**config.mk**
```make
export PLATFORM = sky130hd
export DESIGN_NAME = irq_vector_ctrl
export DESIGN_NICKNAME = d
export VERILOG_FILES = /design/src/rtl/ivc_pkg.sv /design/src/rtl/ivc_control.sv /design/src/rtl/ivc_datapath.sv /design/src/rtl/irq_vector_ctrl.sv
export SDC_FILE = /design/constraint.sdc
export NUM_CORES = 1
export LEC_CHECK = 0
export BUFFER_PORTS_ARGS = -buffer_cell sky130_fd_sc_hd__buf_2
export CAP_MARGIN = 20
export CORE_ASPECT_RATIO = 1.5
export CORE_UTILIZATION = 30
export DETAILED_ROUTE_END_ITERATION = 16
export GPL_TIMING_DRIVEN = 1
export PLACE_DENSITY = 0.57
export SLEW_MARGIN = 10
export SYNTH_ARGS = -nofsm -noshare
export SYNTH_HDL_FRONTEND = slang
export SYNTH_SLANG_ARGS = --single-unit
```
**constraint.sdc**
```tcl
create_clock -name clk -period 2.1 [get_ports clk]
set_input_delay 0.21 -clock clk [delete_from_list [all_inputs] [get_ports clk]]
set_output_delay 0.21 -clock clk [all_outputs]
set_load 0.05 [all_outputs]
```
**src/rtl/ivc_pkg.sv**
```systemverilog
package ivc_pkg;
  localparam int NUM_SRC = 4;
  localparam int IDX_W   = $clog2(NUM_SRC);
  localparam int REG_W   = 8;
  localparam int NUM_REG = (NUM_SRC + 1) / 2;
  localparam int VEC_W   = 8;

  typedef struct packed {
    logic             take;
    logic             svc;
    logic [IDX_W-1:0] idx;
  } ivcStrobe_t;

  typedef enum logic {ST_IDLE, ST_PEND} ivcState_e;
endpackage

```
**src/rtl/ivc_control.sv**
```systemverilog
module ivc_control
  import ivc_pkg::*;
(
  input  logic               clk,
  input  logic               rstN,
  input  logic [NUM_SRC-1:0] pendMask,
  input  logic               masterEn,
  input  logic               stackFull,
  input  logic               irqAck,
  output ivcStrobe_t         strobe,
  output logic               irqReq
);
  ivcState_e        state;
  logic [IDX_W-1:0] winReg;
  logic [IDX_W-1:0] winIdx;
  logic             takeNow;
  logic             svcNow;

  always_comb begin
    winIdx = '0;
    for (int i = NUM_SRC - 1; i >= 0; i--) begin
      if (pendMask[i]) winIdx = i[IDX_W-1:0];
    end
  end

  assign takeNow = (state == ST_IDLE) && masterEn && !stackFull && (|pendMask);
  assign svcNow  = (state == ST_PEND) && irqAck;

  always_comb begin
    strobe.take = takeNow;
    strobe.svc  = svcNow;
    strobe.idx  = takeNow ? winIdx : winReg;
  end

  always_ff @(posedge clk or negedge rstN) begin
    if (!rstN) begin
      state  <= ST_IDLE;
      winReg <= '0;
    end else if (takeNow) begin
      state  <= ST_PEND;
      winReg <= winIdx;
    end else if (svcNow) begin
      state  <= ST_IDLE;
    end
  end

  assign irqReq = (state == ST_PEND);

  assert_req_hold_R6: assert property (@(posedge clk) disable iff (!rstN)
    (irqReq && !irqAck) |=> irqReq);

  assert_ack_drops_req_R7: assert property (@(posedge clk) disable iff (!rstN)
    (irqReq && irqAck) |=> !irqReq);
endmodule

```
**src/rtl/ivc_datapath.sv**
```systemverilog
module ivc_datapath
  import ivc_pkg::*;
#(
  parameter logic [VEC_W-1:0] VEC_BASE = 8'h0C,
  parameter logic [VEC_W-1:0] VEC_STEP = 8'h04
) (
  input  logic               clk,
  input  logic               rstN,
  input  logic [NUM_SRC-1:0] srcEvent,
  input  logic [NUM_REG-1:0] regWr,
  input  logic [NUM_REG-1:0][REG_W-1:0] regData,
  input  logic               masterSet,
  input  ivcStrobe_t         strobe,
  output logic [NUM_SRC-1:0] pendMask,
  output logic               masterEn,
  output logic [VEC_W-1:0]   vector,
  output logic [NUM_REG-1:0][REG_W-1:0] regRd
);
  localparam int EN_LSB   = 1;
  localparam int FLAG_LSB = 5;

  logic [NUM_SRC-1:0] flag, flagNext;
  logic [NUM_SRC-1:0] en, enNext;
  logic               masterNext;
  logic [VEC_W-1:0]   vecNext;

  always_comb begin
    flagNext = flag;
    enNext   = en;
    for (int i = 0; i < NUM_SRC; i++) begin
      if (regWr[i / 2]) begin
        flagNext[i] = regData[i / 2][FLAG_LSB + (i % 2)];
        enNext[i]   = regData[i / 2][EN_LSB + (i % 2)];
      end
      if (strobe.svc && (strobe.idx == i[IDX_W-1:0])) flagNext[i] = 1'b0;
      if (srcEvent[i]) flagNext[i] = 1'b1;
    end
  end

  always_comb begin
    masterNext = masterEn;
    if (regWr[0]) masterNext = regData[0][0];
    if (masterSet) masterNext = 1'b1;
    if (strobe.svc) masterNext = 1'b0;
  end

  assign vecNext = VEC_BASE + VEC_STEP * {{(VEC_W - IDX_W){1'b0}}, strobe.idx};

  always_ff @(posedge clk or negedge rstN) begin
    if (!rstN) begin
      flag     <= '0;
      en       <= '0;
      masterEn <= 1'b0;
      vector   <= '0;
    end else begin
      flag     <= flagNext;
      en       <= enNext;
      masterEn <= masterNext;
      if (strobe.take) vector <= vecNext;
    end
  end

  assign pendMask = flag & en;

  always_comb begin
    regRd       = '0;
    regRd[0][0] = masterEn;
    for (int i = 0; i < NUM_SRC; i++) begin
      regRd[i / 2][FLAG_LSB + (i % 2)] = flag[i];
      regRd[i / 2][EN_LSB + (i % 2)]   = en[i];
    end
  end

  assert_event_sets_flag_R8: assert property (@(posedge clk) disable iff (!rstN)
    (|srcEvent) |=> ((flag & $past(srcEvent)) == $past(srcEvent)));

  assert_svc_clears_master_R7: assert property (@(posedge clk) disable iff (!rstN)
    strobe.svc |=> !masterEn);

  assert_enables_kept_on_svc_R7: assert property (@(posedge clk) disable iff (!rstN)
    (strobe.svc && !(|regWr)) |=> $stable(en));
endmodule

```
**src/rtl/irq_vector_ctrl.sv**
```systemverilog
module irq_vector_ctrl
  import ivc_pkg::*;
#(
  parameter logic [VEC_W-1:0] VEC_BASE = 8'h0C,
  parameter logic [VEC_W-1:0] VEC_STEP = 8'h04
) (
  input  logic                 clk,
  input  logic                 rstN,
  input  logic [NUM_SRC-1:0]   srcEvent,
  input  logic                 stackFull,
  input  logic                 ctl0Wr,
  input  logic [REG_W-1:0]     ctl0WrData,
  input  logic                 ctl1Wr,
  input  logic [REG_W-1:0]     ctl1WrData,
  input  logic                 masterSet,
  input  logic                 irqAck,
  output logic                 irqReq,
  output logic [VEC_W-1:0]     irqVector,
  output logic [REG_W-1:0]     ctl0Rd,
  output logic [REG_W-1:0]     ctl1Rd
);
  localparam logic [VEC_W-1:0] VEC_LAST =
    VEC_BASE + VEC_STEP * VEC_W'(NUM_SRC - 1);

  ivcStrobe_t                    strobe;
  logic [NUM_SRC-1:0]            pendMask;
  logic                          masterEn;
  logic [NUM_REG-1:0]            regWr;
  logic [NUM_REG-1:0][REG_W-1:0] regData;
  logic [NUM_REG-1:0][REG_W-1:0] regRd;

  assign regWr   = {ctl1Wr, ctl0Wr};
  assign regData = {ctl1WrData, ctl0WrData};
  assign ctl0Rd  = regRd[0];
  assign ctl1Rd  = regRd[1];

  ivc_control i_control (
    .clk       (clk),
    .rstN      (rstN),
    .pendMask  (pendMask),
    .masterEn  (masterEn),
    .stackFull (stackFull),
    .irqAck    (irqAck),
    .strobe    (strobe),
    .irqReq    (irqReq)
  );

  ivc_datapath #(
    .VEC_BASE (VEC_BASE),
    .VEC_STEP (VEC_STEP)
  ) i_datapath (
    .clk       (clk),
    .rstN      (rstN),
    .srcEvent  (srcEvent),
    .regWr     (regWr),
    .regData   (regData),
    .masterSet (masterSet),
    .strobe    (strobe),
    .pendMask  (pendMask),
    .masterEn  (masterEn),
    .vector    (irqVector),
    .regRd     (regRd)
  );

  assert_take_gated_R3: assert property (@(posedge clk) disable iff (!rstN)
    $rose(irqReq) |-> $past(masterEn && !stackFull && (|pendMask)));

  assert_vec_stable_R6: assert property (@(posedge clk) disable iff (!rstN)
    (irqReq && !irqAck) |=> $stable(irqVector));

  assert_vec_legal_R4: assert property (@(posedge clk) disable iff (!rstN)
    irqReq |-> (irqVector >= VEC_BASE && irqVector <= VEC_LAST && irqVector[1:0] == 2'b00));
endmodule

```
==> metrics.yaml <==
power_and_ir_drop:
  p_leak_nw: 0.534
  ir_drop_mv: 0.928
  powerDensity_mw_per_mm2: 1100
hold_path:
  holdCritPathClass: "input pin to flip-flop"
  min_from: "srcEvent[3]"
  min_to: "i_datapath.flag[3]$_DFFE_PN0P_"
  holdPathStages: 2
sta:
  fin_crit_ns: 1.83
  hold_viol_final: 0
  finalCritPeriodShare: 0.870
  rsz0062_at_grt: "false"
  fmax_mhz: 547
  tns_ns: 0
  drv_slew: 0
  finalSetupViolCount: 0
  fin_skew_ns: 0.00130
placement:
  placed_cells: 143
  dpl-instance-area_um2: 996
  place_congestion: 0.739
  dp_hpwl_mm: 1.39
  port_buffers: 32
detailed_routing:
  detail_route.vias_per_cell: 4.37
  drt_wl_total_mm: 1.71
  num_vias: 647
  drt_first_iter_violations: 19
  first_pass_iters: 4
  ant_nets: 0
  wl_per_cell_um: 11.6
  drc_errors: 0
flow_run:
  cap_viol_max_count: 0
worst_setup_path:
  critical_path_required_ns: 2.23
  crit_arrival_ns: 1.96
  r2r_cells: 8
  crit_chain: "a22o_1 > o21ai_2 > buf_4 > nand2_1 > nand2_1 > ha_1 > a31oi_1 > or2_2"
  timing.reg2reg.setup_slack_ns: 0.27
  path_max_fanout: 7
  worstReg2RegEnd: "i_datapath.flag[1]$_DFFE_PN0P_"
  critPathKind: "flip-flop to flip-flop"
  cp-end-kind: "flip-flop"
  cp_top_family: "compound AO/OA/AOI/OAI gates"
  start_kind: "flip-flop"
  r2r-start: "i_datapath.flag[3]$_DFFE_PN0P_"
  path_common_cell: "nand2_1"
  cpPeakStageDelay_ns: 0.40
  path_buf_inv: 1
  crit_slowest_cell: "dfrtp_1"
global_route:
  grt_pass1_wl_mm: 2.53
  globalRouteTotalUtil: 0.117
  grt_pass1_vias: 608
  gr-total-overflow: 0
  grt_max_degree: 16
  antenna_found_initial: 0
synth:
  synth_top_cell_by_area: "dfrtp_1"
  synthFlopType: "dfrtp_1"
  async_flop_share: 1.00
  postSynthCellCount: 75
  yosysMostFrequentCell: "dfrtp_1"
  yosysUniqueCellTypes: 23
  syn_area_um2: 835
  synth_top_area_share: 0.450
  synth_area_leaders: "dfrtp_1 (45%), buf_4 (12%), ha_1 (7.5%)"
  synth-seq-cells: 15
  synth_edf_count: 0
  synth_common_cells: "dfrtp_1 (15), buf_4 (13), ha_1 (5), nand2_1 (5)"
  syn_avg_cell_area_um2: 11.1
  ys.warnings.count: 0
  synth-seq-area-share: 0.450
clocking:
  cts_root_buffer: "clkbuf_8"
  h-tree-depth: 1
  cts_buffers: 3
  cts.sinks: 15
  cts_buffer_depth: 2
  path_clk_slew_ns: 0.06
  clock_latency_ns: 0.24
  cts_tree: "done"
  post_cts_resized: 0
final_layout:
  syn_to_final_growth_pct: 25.9
  nets: 144
  multiInputGateArea_um2: 388
  nFillCells: 277
  final-seq-area_um2: 375
  n_antenna_cell: 0
  design_area_mm2: 0.00105
  drive_above_1_share: 0.441
  fin_cells: 148
floorplan:
  die_y_um: 66.6
  dieArea_mm2: 0.00300
  die_x_um: 45.1
  core-area_mm2: 0.00265
  start_util: 0.315
  io_pins: 52
  rows: 23
run_status:
  outcome: "finished clean"
## layer usage
layer  share of wire  vias up  routed length (um)  GRT usage
li1                -      304                   -          -
met1            0.39      315                 668      0.131
met2            0.55       26                 949      0.203
met3           0.048        2                  83     0.0244
met4          0.0058        0                  10     0.0568
met5               0        -                   0          0
## metrics by stage
stage | util | power, mW | hold WS (ns) | worst slack [ns]
6_report | 0.397 | 1.16 | 0.152 | 0.272
5_1_grt | 0.397 | 1.23 | 0.149 | 0.172
4_1_cts | 0.397 | 1.17 | 0.149 | 0.260
3_5_place_dp | 0.376 | 0.935 | 0.140 | 0.282
3_3_place_gp | 0.376 | 0.925 | 0.132 | 0.314
2_1_floorplan | - | 0.818 | -0.0856 | 0.0498
## what timing repair did
action / CTS / global route
hold buffers: 1 / 0
setup endpoints to repair: 0 / 0
buffers inserted: 0 / 0
hold endpoints to repair: 15 / 0
## worst register-to-register path, cell delays in order (launching register included)
cell and delay [ns]:
dfrtp_1 0.40, a22o_1 0.27, o21ai_2 0.17, buf_4 0.16, nand2_1 0.07, nand2_1 0.12, ha_1 0.17, a31oi_1 0.08
or2_2 0.27
## cell families (layout without fill, tap and decap cells)
group / count (synthesis) / after routing / synth area share
AO/OA/AOI/OAI: 17 / 17 / 0.141
buffers and inverters: 17 / 42 / 0.135
flip-flops: 15 / 15 / 0.450
AND/OR/NAND/NOR: 12 / 12 / 0.0930
multiplexers: 8 / 8 / 0.102
adder cells (fa/ha/maj): 5 / 5 / 0.0750
other: 1 / 12 / 0.00449
## sequential cells by signal, indices dropped and copies added, names as in the netlist
register             flops
i_datapath.masterEn      1
i_control.winReg         2
i_datapath.en            4
i_datapath.flag          4
i_datapath.vector        3
i_control.irqReq         1
## placed cells by master, fill, tap and decap left out, types with 3 or more instances in the layout
cell type and instances:
or2_2 4, dfrtp_1 15, clkbuf_8 3, a31oi_1 4, mux2i_1 4, ha_1 5, conb_1 12, nand2_1 5
o21ai_0 3, mux2_2 4, buf_2 32, inv_1 3
## worst max-delay path by stage
stage / startpoint / endpoint / slack, ns / cells past startpoint
after floorplan: i_control.irqReq$_DFFE_PN0P_ / i_datapath.flag[3]$_DFFE_PN0P_ / 0.05 / 7
after global placement: i_datapath.flag[3]$_DFFE_PN0P_ / i_datapath.flag[1]$_DFFE_PN0P_ / 0.31 / 8
after detailed placement: i_datapath.flag[3]$_DFFE_PN0P_ / i_datapath.flag[1]$_DFFE_PN0P_ / 0.28 / 8
after CTS: i_datapath.flag[3]$_DFFE_PN0P_ / i_datapath.flag[1]$_DFFE_PN0P_ / 0.26 / 8
after global routing: i_datapath.flag[3]$_DFFE_PN0P_ / i_datapath.flag[1]$_DFFE_PN0P_ / 0.17 / 8
final: i_datapath.flag[3]$_DFFE_PN0P_ / i_datapath.flag[1]$_DFFE_PN0P_ / 0.27 / 8
## cell type report
class                           instances  area share
Multi-Input combinational cell         54       0.369
Sequential cell                        15       0.357
Timing Repair Buffer                   35       0.176
Tap cell                               37      0.0440
Clock buffer                            4      0.0429
Inverter                                3      0.0107
## report_power, final
part | switching [mW] | internal, mW
sequential | 0.0425 | 0.358
clock | 0.0990 | 0.134
combinational | 0.374 | 0.153
No activity file was read; power rests on OpenSTA's default activity.
